$ cat src/rtl/io_trap_pkg.sv
// io_trap_pkg: shared widths, window indices, range type and the fixed
// base-address tables of the legacy trap decoder.
// Assumes: all I/O addresses fit in ADDR_W bits; window lengths are <= 15.
package io_trap_pkg;
    localparam int ADDR_W  = 16;
    localparam int NUM_WIN = 10;
    localparam int LEN_W   = 4;

    localparam int W_PDISK  = 0;
    localparam int W_SDISK  = 1;
    localparam int W_SERA   = 2;
    localparam int W_SERB   = 3;
    localparam int W_PAR    = 4;
    localparam int W_FLOPPY = 5;
    localparam int W_CODEC  = 6;
    localparam int W_MIDI   = 7;
    localparam int W_KBD    = 8;
    localparam int W_FM     = 9;

    // One address range: base, byte count, and whether it exists at all.
    typedef struct packed {
        logic [ADDR_W-1:0] base;
        logic [LEN_W-1:0]  len;
        logic              live;
    } io_range_t;

    function automatic io_range_t mk_range(input logic [ADDR_W-1:0] b,
                                           input logic [LEN_W-1:0] l);
        io_range_t r;
        r.base = b;
        r.len  = l;
        r.live = 1'b1;
        return r;
    endfunction

    localparam io_range_t NO_RANGE = '0;

    // Serial port base table, shared by both serial windows.
    function automatic logic [ADDR_W-1:0] serial_base(input logic [2:0] code);
        logic [ADDR_W-1:0] b;
        case (code)
            3'd0:    b = 16'h03F8;
            3'd1:    b = 16'h02F8;
            3'd2:    b = 16'h0220;
            3'd3:    b = 16'h0228;
            3'd4:    b = 16'h0238;
            3'd5:    b = 16'h02E8;
            3'd6:    b = 16'h0338;
            default: b = 16'h03E8;
        endcase
        return b;
    endfunction

    // Parallel port range; code 3 has no defined base and yields no range.
    function automatic io_range_t parallel_range(input logic [1:0] code);
        io_range_t r;
        case (code)
            2'd0:    r = mk_range(16'h0378, 4'd8);
            2'd1:    r = mk_range(16'h0278, 4'd8);
            2'd2:    r = mk_range(16'h03BC, 4'd8);
            default: r = NO_RANGE;
        endcase
        return r;
    endfunction

    // Audio codec base table.
    function automatic logic [ADDR_W-1:0] codec_base(input logic [1:0] code);
        logic [ADDR_W-1:0] b;
        case (code)
            2'd0:    b = 16'h0530;
            2'd1:    b = 16'h0604;
            2'd2:    b = 16'h0E80;
            default: b = 16'h0F40;
        endcase
        return b;
    endfunction
endpackage

$ cat src/rtl/io_trap_window_map.sv
// io_trap_window_map: turns the enable and select bytes into one main and
// one auxiliary address range plus an enable bit per window.
// Assumes: configuration bytes are quasi-static; purely combinational.
module io_trap_window_map
    import io_trap_pkg::*;
(
    input  logic [7:0]                  trap_en_a,
    input  logic [7:0]                  trap_en_b,
    input  logic [7:0]                  sel_serial,
    input  logic [7:0]                  sel_misc,
    input  logic [7:0]                  sel_audio,
    output io_range_t [NUM_WIN-1:0]     rng_main,
    output io_range_t [NUM_WIN-1:0]     rng_aux,
    output logic [NUM_WIN-1:0]          win_en
);
    // Per-window enable bits; serial, parallel and floppy share one bit.
    always_comb begin
        win_en           = '0;
        win_en[W_PDISK]  = trap_en_a[0];
        win_en[W_SDISK]  = trap_en_a[1];
        win_en[W_SERA]   = trap_en_a[4];
        win_en[W_SERB]   = trap_en_a[4];
        win_en[W_PAR]    = trap_en_a[4];
        win_en[W_FLOPPY] = trap_en_a[4];
        win_en[W_CODEC]  = trap_en_b[2];
        win_en[W_MIDI]   = trap_en_b[3];
        win_en[W_KBD]    = trap_en_b[4];
        win_en[W_FM]     = trap_en_b[5];
    end

    // Main range of each window, resolved from the select fields.
    always_comb begin
        rng_main           = '0;
        rng_main[W_PDISK]  = mk_range(16'h01F0, 4'd8);
        rng_main[W_SDISK]  = mk_range(16'h0170, 4'd8);
        rng_main[W_SERA]   = mk_range(serial_base(sel_serial[2:0]), 4'd8);
        rng_main[W_SERB]   = mk_range(serial_base(sel_serial[6:4]), 4'd8);
        rng_main[W_PAR]    = parallel_range(sel_misc[1:0]);
        rng_main[W_FLOPPY] = mk_range(sel_misc[4] ? 16'h03F0 : 16'h0370, 4'd8);
        rng_main[W_CODEC]  = mk_range(codec_base(sel_audio[5:4]), 4'd8);
        rng_main[W_MIDI]   = mk_range(sel_audio[3] ? 16'h0300 : 16'h0330, 4'd2);
        rng_main[W_KBD]    = mk_range(16'h0060, 4'd4);
        rng_main[W_FM]     = mk_range(16'h0388, 4'd4);
    end

    // Auxiliary ranges: only the disk windows own a second (control) port.
    always_comb begin
        rng_aux          = '0;
        rng_aux[W_PDISK] = mk_range(16'h03F6, 4'd1);
        rng_aux[W_SDISK] = mk_range(16'h0376, 4'd1);
    end
endmodule

$ cat src/rtl/io_trap_window_cmp.sv
// io_trap_window_cmp: range comparator for one window. Hits when the cycle
// is valid, the window is enabled and the address is in either live range.
// Assumes: base + len does not exceed 2**ADDR_W (checked with a wider sum).
module io_trap_window_cmp
    import io_trap_pkg::*;
#(
    parameter int AW = ADDR_W
) (
    input  logic [AW-1:0] addr,
    input  logic          valid,
    input  logic          en,
    input  io_range_t     rng_main,
    input  io_range_t     rng_aux,
    output logic          hit
);
    localparam int CW = AW + 1;

    logic in_main, in_aux;

    // Half-open interval test [base, base+len) on a carry-extended sum.
    function automatic logic in_range(input logic [AW-1:0] a, input io_range_t r);
        logic [CW-1:0] lo, hi, av;
        lo = CW'(r.base);
        hi = CW'(r.base) + CW'(r.len);
        av = CW'(a);
        return r.live && (av >= lo) && (av < hi);
    endfunction

    // Compare against both ranges and gate with strobe and enable.
    always_comb begin
        in_main = in_range(addr, rng_main);
        in_aux  = in_range(addr, rng_aux);
        hit     = valid && en && (in_main || in_aux);
    end
endmodule

$ cat src/rtl/io_trap_decoder.sv
// io_trap_decoder: legacy I/O trap decoder top. Maps configuration bytes to
// windows, compares every window in parallel and registers the hit vector
// and the combined trap pulse one cycle after the I/O cycle.
// Assumes: inputs synchronous to clk; synchronous active-low reset.
module io_trap_decoder
    import io_trap_pkg::*;
(
    input  logic               clk,
    input  logic               rst_n,
    input  logic [15:0]        io_addr,
    input  logic               io_valid,
    input  logic [7:0]         trap_en_a,
    input  logic [7:0]         trap_en_b,
    input  logic [7:0]         sel_serial,
    input  logic [7:0]         sel_misc,
    input  logic [7:0]         sel_audio,
    output logic [9:0]         win_hit,
    output logic               trap_pulse
);
    io_range_t [NUM_WIN-1:0] rng_main;
    io_range_t [NUM_WIN-1:0] rng_aux;
    logic [NUM_WIN-1:0]      win_en;
    logic [NUM_WIN-1:0]      hit_d;

    io_trap_window_map i_map (
        .trap_en_a  (trap_en_a),
        .trap_en_b  (trap_en_b),
        .sel_serial (sel_serial),
        .sel_misc   (sel_misc),
        .sel_audio  (sel_audio),
        .rng_main   (rng_main),
        .rng_aux    (rng_aux),
        .win_en     (win_en)
    );

    for (genvar w = 0; w < NUM_WIN; w++) begin : g_win
        io_trap_window_cmp #(.AW(ADDR_W)) i_cmp (
            .addr     (io_addr),
            .valid    (io_valid),
            .en       (win_en[w]),
            .rng_main (rng_main[w]),
            .rng_aux  (rng_aux[w]),
            .hit      (hit_d[w])
        );
    end

    // Register the hit vector and its OR; cleared by synchronous reset.
    always_ff @(posedge clk) begin
        if (!rst_n) begin
            win_hit    <= '0;
            trap_pulse <= 1'b0;
        end else begin
            win_hit    <= hit_d;
            trap_pulse <= |hit_d;
        end
    end


    no_valid_no_hit_chk: assert property (@(posedge clk) disable iff (!rst_n)
        !io_valid |=> (win_hit == '0));


    pdisk_disabled_chk: assert property (@(posedge clk) disable iff (!rst_n)
        !trap_en_a[0] |=> !win_hit[W_PDISK]);


    legacy_group_off_chk: assert property (@(posedge clk) disable iff (!rst_n)
        !trap_en_a[4] |=> (win_hit[W_FLOPPY:W_SERA] == '0));


    kbd_hit_chk: assert property (@(posedge clk) disable iff (!rst_n)
        (io_valid && trap_en_b[4] && io_addr >= 16'h0060 && io_addr <= 16'h0063)
        |=> win_hit[W_KBD]);


    trap_needs_valid_chk: assert property (@(posedge clk) disable iff (!rst_n)
        trap_pulse |-> $past(io_valid));


    par_code3_silent_chk: assert property (@(posedge clk) disable iff (!rst_n)
        (sel_misc[1:0] == 2'd3) |=> !win_hit[W_PAR]);
endmodule

$ cat config.mk
export PLATFORM = sky130hd
export DESIGN_NAME = io_trap_decoder
export DESIGN_NICKNAME = d
export VERILOG_FILES = /design/src/rtl/io_trap_pkg.sv /design/src/rtl/io_trap_window_map.sv /design/src/rtl/io_trap_window_cmp.sv /design/src/rtl/io_trap_decoder.sv
export SDC_FILE = /design/constraint.sdc
export NUM_CORES = 1
export LEC_CHECK = 0
export BUFFER_PORTS_ARGS = -buffer_cell sky130_fd_sc_hd__buf_4
export CAP_MARGIN = 20
export CORE_MARGIN = 5
export CORE_UTILIZATION = 45
export CTS_BUF_LIST = sky130_fd_sc_hd__clkbuf_2 sky130_fd_sc_hd__clkbuf_4 sky130_fd_sc_hd__clkbuf_8
export CTS_CLUSTER_SIZE = 10
export DETAILED_ROUTE_END_ITERATION = 8
export PLACE_DENSITY = 0.82
export SYNTH_ARGS = -nofsm -noshare
export SYNTH_HDL_FRONTEND = slang
export SYNTH_SLANG_ARGS = --single-unit
$ cat constraint.sdc
create_clock -name clk -period 4.8 [get_ports clk]
set_input_delay 0.96 -clock clk [delete_from_list [all_inputs] [get_ports clk]]
set_output_delay 0.96 -clock clk [all_outputs]
set_load 0.05 [all_outputs]
======== Word-level counts from Yosys, hierarchy flattened ========
Cells that the tools add are included.
cells by class
  add/sub/neg operators ................... 6
  order comparisons ....................... 24
  equality and inequality tests ........... 16
  muxes and demuxes ....................... 6
  reductions and logical operators ........ 37
operators with widths
  operator                                               count
  one-hot mux 9 bit (7 select lines)                     2
  < comparator 16 x 17 -> 1 bit                          6
  >= comparator 16 x 10 -> 1 bit                         5
  >= comparator 16 x 10 -> 1 bit, second input constant  3
  < comparator 16 x 10 -> 1 bit, second input constant   3
  one-hot mux 15 bit (3 select lines)                    1
  one-hot mux 12 bit (3 select lines)                    1
  adder 10 x 4 -> 11 bit, second input constant          3
  >= comparator 16 x 9 -> 1 bit, second input constant   2
  < comparator 16 x 9 -> 1 bit, second input constant    2
  logical AND 1 bit                                      30
  == test 3 bit, second input constant                   6
  >= comparator 16 x 12 -> 1 bit                         1
  >= comparator 16 x 7 -> 1 bit, second input constant   1
  < comparator 16 x 7 -> 1 bit, second input constant    1
  adder 12 x 4 -> 13 bit, second input constant          1
  == test 3 x 2 -> 1 bit, second input constant          4
  adder 10 x 2 -> 11 bit, second input constant          1
  adder 10 x 4 -> 11 bit                                 1
  OR reduction 10 bit                                    1
  2-to-1 mux 8 bit                                       1
  == test 3 x 1 -> 1 bit, second input constant          2
  logical NOT 3 bit                                      2
  2-to-1 mux 6 bit                                       1
  other kinds (4)                                        8
word-level totals
  register bits ........................... 11
  bits of input ports ..................... 59
  output and inout port bits .............. 11
  logic and storage cells ................. 91

======== Logic depth before layout (Yosys ltp) ========
Gate-level depths: netlist of the first run.
  depth after elaboration ................. 7
  depth in mapped cells ................... 10
  gate-level depth less buffers ........... 10

======== Cells and area by module ========
Synthesis of the first run repeated with hierarchy kept, for this count alone.
second synthesis, totals
  cells, all modules ...................... 3198
  area total of the unflattened synthesis .. 24597.3 um^2
by module, submodules not included
  module                                    instances  cells an instance  area an instance (um^2)  sequential area each (um^2)
  io_trap_window_cmp at g_win[4].i_cmp ...  4          276                2082.0                   0.0
  io_trap_window_cmp at g_win[0].i_cmp ...  3          272                2138.3                   0.0
  io_trap_window_map                        1          440                3265.6                   0.0
  io_trap_window_cmp at g_win[7].i_cmp      1          274                2110.8                   0.0
  io_trap_window_cmp at g_win[1].i_cmp      1          273                2079.5                   0.0
  io_trap_window_cmp at g_win[3].i_cmp      1          264                2070.7                   0.0
  io_trap_decoder                           1          27                 327.8                    220.2

======== Worst setup path after synthesis of the first run ========
No wires, ideal clock.
  kind .................................... input -> register
  from .................................... input sel_serial[5]
  to ...................................... register trap_pulse
  setup time .............................. 125 ps
  arrival ................................. 2769 ps
  data required time ...................... 4675 ps
  path slack .............................. 1906 ps
  stages .................................. 9
  path buffers ............................ 0
  path through ............................ or3_1 inv_1 nor2_1 ha_1 o221ai_1 a21oi_1 a2111oi_2 a2111oi_1 o41a_1
on the way
  cells in the longest elaborated chain, start to end .. 7
  elaborated cells between the ends (all ways) .. 14
  those cells by class .................... add/sub (1); order compare (2); eq/ne (6); mux (1); reduce/logical (4)
RTL lines
  element                                      RTL line                  text
  start, declared                              io_trap_decoder.sv:14     input logic [7:0] sel_serial,
  == test 3 bit, or another cell as far along  io_trap_pkg.sv:41         case (code)
  one-hot mux 9 bit (7 select lines) *         io_trap_pkg.sv:41
  adder 10 x 4 -> 11 bit                       io_trap_window_cmp.sv:24  hi = CW'(r.base) + CW'(r.len);
  < comparator 16 x 17 -> 1 bit                io_trap_window_cmp.sv:26  return r.live && (av >= lo) && (av < hi);
  logical AND 1 bit *                          io_trap_window_cmp.sv:26
  logical AND 1 bit *                          io_trap_window_cmp.sv:33  hit = valid && en && (in_main || in_aux);
  OR reduction 10 bit *                        io_trap_decoder.sv:54     trap_pulse <= |hit_d;
  end signal, assigned                         io_trap_decoder.sv:54
  end, declared                                io_trap_decoder.sv:18     output logic trap_pulse
Every way passes the cells marked *; elsewhere a longest branch is shown, timed or not.
A chain may end at the register's enable or synchronous reset.

======== Final worst setup path of the first run ========
  from .................................... input sel_serial[1]
  to ...................................... register trap_pulse
Same word-level chain as after synthesis.

==> results of run 1 <==
through the flow:
step | worst slack (ns) | cell area (um2) | util [%] | power (uW) | hold slack (ns)
6_report | 1.72 | 2440 | 56.8 | 348 | 0.964
3_3_place_gp | 1.59 | 2390 | 55.6 | 245 | 1.21
2_1_floorplan | 1.91 | 1980 | - | 188 | 1.08
5_1_grt | 1.57 | 2440 | 56.8 | 376 | 0.979
4_1_cts | 1.79 | 2440 | 56.8 | 349 | 0.964
3_5_place_dp | 1.56 | 2390 | 55.6 | 252 | 1.21
how the worst max path moves through the flow:
stage / end / from / cells after the start / slack, ns
after floorplan: trap_pulse$_SDFF_PN0_ / sel_serial[5] / 9 / 1.91
after global placement: trap_pulse$_SDFF_PN0_ / sel_serial[1] / 10 / 1.59
after detailed placement: trap_pulse$_SDFF_PN0_ / sel_serial[1] / 10 / 1.56
after CTS: trap_pulse$_SDFF_PN0_ / sel_serial[1] / 10 / 1.79
after global routing: trap_pulse$_SDFF_PN0_ / sel_serial[1] / 10 / 1.57
final: trap_pulse$_SDFF_PN0_ / sel_serial[1] / 10 / 1.72
layout make-up:
class	instances	area, um2	share of cell area, %
multi-input combinational	210	1650	67.8
sequential	11	220	9.03
tap	52	65.1	2.67
clock buffer	4	48.8	2.00
timing repair buffer	48	360	14.8
inverter	24	90.1	3.70
routing by layer:
| metal | vias to the layer above | GRT usage, % | wire (um) |
|---|---|---|---|
| li1 | 1022 | - | - |
| met2 | 49 | 31.2 | 2540 |
| met1 | 901 | 19.6 | 2080 |
| met3 | 12 | 1.65 | 204 |
| met5 | - | 0 | 0 |
| met4 | 0 | 6.82 | 113 |
sequential cells by signal, summed over array words and instances (netlist names):
name / cells
trap_pulse: 1
win_hit: 10
synthesized netlist by cell type (2+ instances only):
| cell | instances |
|---|---|
| a2111oi_1 | 2 |
| nor2_1 | 19 |
| o21ai_1 | 4 |
| nor3_1 | 9 |
| a31oi_1 | 2 |
| nor4_1 | 3 |
| or2_2 | 2 |
| buf_2 | 2 |
| a2111oi_2 | 2 |
| nand2b_1 | 6 |
| o221ai_1 | 2 |
| dfxtp_1 | 11 |
| or3_1 | 4 |
| nand2_1 | 13 |
| o31a_1 | 2 |
| a21oi_1 | 13 |
| nand4_1 | 6 |
| inv_1 | 24 |
| nand3_1 | 8 |
| o211ai_1 | 2 |
| o21a_1 | 2 |
| nor2b_1 | 4 |
| nor4b_1 | 6 |
| o21ai_0 | 12 |
| ha_1 | 57 |
| and2_1 | 8 |
logic make-up after synthesis:
logic type / after synthesis
DFF: 11
other: 1
adders and majority gates: 57
buffers and inverters: 27
and+or+nand+nor: 99
AOI/OAI and AO/OA: 53
power by group:
| group | total, uW | leakage [uW] | switching [uW] | internal, uW |
|---|---|---|---|---|
| Combinational | 159 | 0.00107 | 86.0 | 72.9 |
| Clock | 97.4 | 0.0000262 | 33.6 | 63.8 |
| Sequential | 91.8 | 0.0000886 | 0.0263 | 91.7 |
==> flow_summary.toml, run 1 <==
[run_status]
outcome = "finished, final reports clean"

[hold_path]
min_path_cells = 2
min_from = "rst_n"
min_path_type = "input port to register"
hold_end = "win_hit[1]$_SDFF_PN0_"

[synth]
synth_largest_type_area_fraction_pct = 36.1
synth-seq-cells = 11
synthAdderAreaFrac_pct = 36.1
synth-compound-area-share_pct = 18.2
synthTopCellsByArea = "ha_1 36%, dfxtp_1 11%, inv_1 4.6%"
ys.flop_type = "dfxtp_1"
synthArstFlopShare_pct = 0
synth-simple-area-share_pct = 29.2
postSynthAreaPerCell_um2 = 7.97
synth_top_family_by_area = "adder cells"
yosysUniqueCellTypes = 49
synth_xor_area_share_pct = 0
yosysTopAreaCell = "ha_1"
netlist_area_um2 = 1980
syn_inst = 248
ys_warn_count = 0
synth-edff-count = 0
syn_nets = 364
ys_seq_area_share_pct = 11.1
muxShareOfSynthArea_pct = 0

[power]
power.leakage_uw = 0.00119
worst_ir_drop_vdd_mv = 0.0588
p_per_area_nw_per_um2 = 143

[cells_and_area]
syn_to_final_growth_pct = 23.3
drive_gt1_share_pct = 20.5
fin_nets = 414
final_cell_mix = "57 x ha_1, 48 x buf_4, 24 x inv_1"
final_common_cell = "ha_1"
antenna_cells = 0
fill_cells = 401
layout.cells.non_filler = 349

[cts]
cts_tree = "built"
h-tree-depth = 1
clockBufferDepth = 2
clock_sinks = 11
post_cts_buffers = 0
ctsHoldBuffers = 0
clk_pin_slew_ns = 0.05
cts_root_buf = "clkbuf_8"
cts-resized-gates = 0
numCtsBuffers = 3

[routing]
wl_per_cell_um = 14.1
first_pass_iters = 4
drt-vias-per-instance = 5.68
dr_total_vias = 1984
drt_iter0_markers = 127
ant_nets = 0
remaining_drc_errors = 0
finalWirelength_um = 4940

[placement]
io_buffers = 48
dp_cells = 345
hpwl_um = 4050
gp_congestion = 0.822

[grt]
grtUsageTotal_pct = 16.9
grt_pass1_wl_um = 8330
antenna_found_initial = 0
overflow = 0
grt_max_degree = 18
grt_pass1_vias = 1933

[worst_setup_path]
crit_arrival_ns = 3.26
path_buf_inv = 2
critPathMaxStageDelay_ns = 0.73
worst_ep_required_time_ns = 4.98
critPathCaptureType = "register"
critPathSlowestCell = "a2111oi_0"
crit_family = "compound AO/OA/AOI/OAI gates"
path_cells = "buf_4, or3_1, inv_1, nor2_1, ha_1, o221ai_1, a21oi_1, a2111oi_1, a2111oi_0, o41a_1"
startpoint_type = "input port"
crit_path_max_fanout = 6
critical_path_class = "input port to register"

[sta]
setup_tns_ns = 0
hold_violations = 0
clock.fmax_mhz = 325
setup_violations = 0
timing.final.crit_share_pct = 64.1
period_minus_slack_ns = 3.08
final_max_slew_viol_count = 0
slew_headroom_pct = 45.6
rsz0062_at_grt = "false"
tightest_slew_ns = 0.796

[die]
rows = 24
fp.dieH_um = 76.3
start_util_pct = 46.0
core_um2 = 4290
ios = 70
die_w_um = 76.3
dieArea_um2 = 5820

[run]
drv_cap = 0
Note: power is estimated with default switching activity, not from simulation.
==> inputs of run 2 (changes only) <==
==> constraint.sdc (replaced) <==
create_clock -name clk -period 3.13 [get_ports clk]
set_input_delay 0.626 -clock clk [delete_from_list [all_inputs] [get_ports clk]]
set_output_delay 0.626 -clock clk [all_outputs]
set_load 0.05 [all_outputs]
==> flow_summary.toml, run 2 (synthesized netlist as in run 1, its figures left out) <==
[cells_and_area]
antenna_cells = 0
largestRegisters = "win_hit: 10 flops, trap_pulse: 1 flops"
syn_to_final_growth_pct = 23.7
largest_reg_flops = 10
design_area_um2 = 2440
final_cell_mix = "57 x ha_1, 49 x buf_4, 24 x inv_1"
top_register = "win_hit"
drive_gt1_share_pct = 20.8
final_common_cell = "ha_1"
fin_nets = 415

[cts]
clock_sinks = 11
h-tree-depth = 1
ctsHoldBuffers = 0
cts_root_buf = "clkbuf_8"
clk_pin_slew_ns = 0.05
cts-resized-gates = 0
cts_tree = "built"
clockBufferDepth = 2
post_cts_buffers = 0
numCtsBuffers = 3

[worst_setup_path]
critical_path_class = "input port to register"
crit_path_max_fanout = 6
crit_arrival_ns = 2.79
critPathCaptureType = "register"
path_cells = "buf_4, or3_1, inv_1, nor2_1, ha_1, o221ai_1, a21oi_1, a2111oi_1, a2111oi_0, buf_4, o41a_1"
crit_top_cell = "buf_4"
worst_ep_required_time_ns = 3.25
critPathSlowestCell = "or3_1"
critPathMaxStageDelay_ns = 0.39
startpoint_type = "input port"

[routing]
remaining_drc_errors = 0
wl_per_cell_um = 13.7
ant_nets = 0
finalWirelength_um = 4810
drt_iter0_markers = 82
dr_total_vias = 1966
drt-vias-per-instance = 5.62
first_pass_iters = 4

[placement]
gp_congestion = 0.819
hpwl_um = 3960
postPlaceCellArea_um2 = 2400
io_buffers = 48

[sta]
rsz0062_at_grt = "false"
hold_violations = 0
final_max_slew_viol_count = 0
clock.fmax_mhz = 375
timing.final.crit_share_pct = 85.2
setup_tns_ns = 0
period_minus_slack_ns = 2.67
setup_violations = 0

[power]
worst_ir_drop_vdd_mv = 0.109
p_per_area_nw_per_um2 = 217
power.leakage_uw = 0.00119
p_total_uw = 531

[die]
core_um2 = 4290
die_w_um = 76.3
rows = 24
start_util_pct = 46.0
ios = 70
fp.dieH_um = 76.3
dieArea_um2 = 5820

[hold_path]
min_path_type = "input port to register"
min_from = "rst_n"
min_path_cells = 2
hold_end = "win_hit[3]$_SDFF_PN0_"

[grt]
grtUsageTotal_pct = 16.8
antenna_found_initial = 0
grt_max_degree = 18
grt_pass1_wl_um = 8270
grt_pass1_vias = 1921
overflow = 0

[run_status]
outcome = "finished, final reports clean"

[run]
drv_cap = 0
run 2: cell type report:
class                           instances  area, um2
Fill cell                             392       1850
Sequential cell                        11        220
Timing Repair Buffer                   49        368
Multi-Input combinational cell        210       1650
Inverter                               24       90.1
Clock buffer                            4       48.8
Tap cell                               52       65.1
run 2: through the flow:
stage | utilization (%) | hold slack [ns] | setup slack [ns] | cells
4_1_cts | 56.9 | 0.633 | 0.467 | 350
5_1_grt | 56.9 | 0.652 | 0.327 | 350
6_report | 56.9 | 0.636 | 0.462 | 350
3_5_place_dp | 55.8 | 0.880 | 0.227 | 346
3_3_place_gp | 55.8 | 0.880 | 0.236 | 346
2_1_floorplan | - | 0.748 | 0.570 | 248
run 2: worst max-delay path, delay by kind of cell:
kind	cells	cell delay (ns)
simple gates	2	0.44
compound gates	5	1.04
fa+ha+maj	1	0.30
buf+inv	3	0.37
run 2: power by group:
part	total (uW)	switching, uW	internal, uW
Clock	147	49.7	97.7
Combinational	243	131	111
Sequential	141	0.0389	141
run 2: how the worst max path moves through the flow:
stage | from | end | slack (ns) | depth (start not counted)
2_1_floorplan | sel_serial[5] | trap_pulse$_SDFF_PN0_ | 0.57 | 9
3_3_place_gp | sel_serial[1] | trap_pulse$_SDFF_PN0_ | 0.24 | 11
3_5_place_dp | sel_serial[1] | trap_pulse$_SDFF_PN0_ | 0.23 | 11
4_1_cts | sel_serial[1] | trap_pulse$_SDFF_PN0_ | 0.47 | 11
5_1_grt | sel_serial[1] | trap_pulse$_SDFF_PN0_ | 0.33 | 11
6_report | sel_serial[1] | trap_pulse$_SDFF_PN0_ | 0.46 | 11
run 2: metal layers:
metal / track usage [%] / vias to the layer above / share of wire, %
met5: 0 / - / 0
met3: 2.25 / 9 / 4.5
met4: 7.34 / 0 / 2.4
met1: 19.9 / 883 / 45
met2: 29.8 / 53 / 49
li1: - / 1021 / -
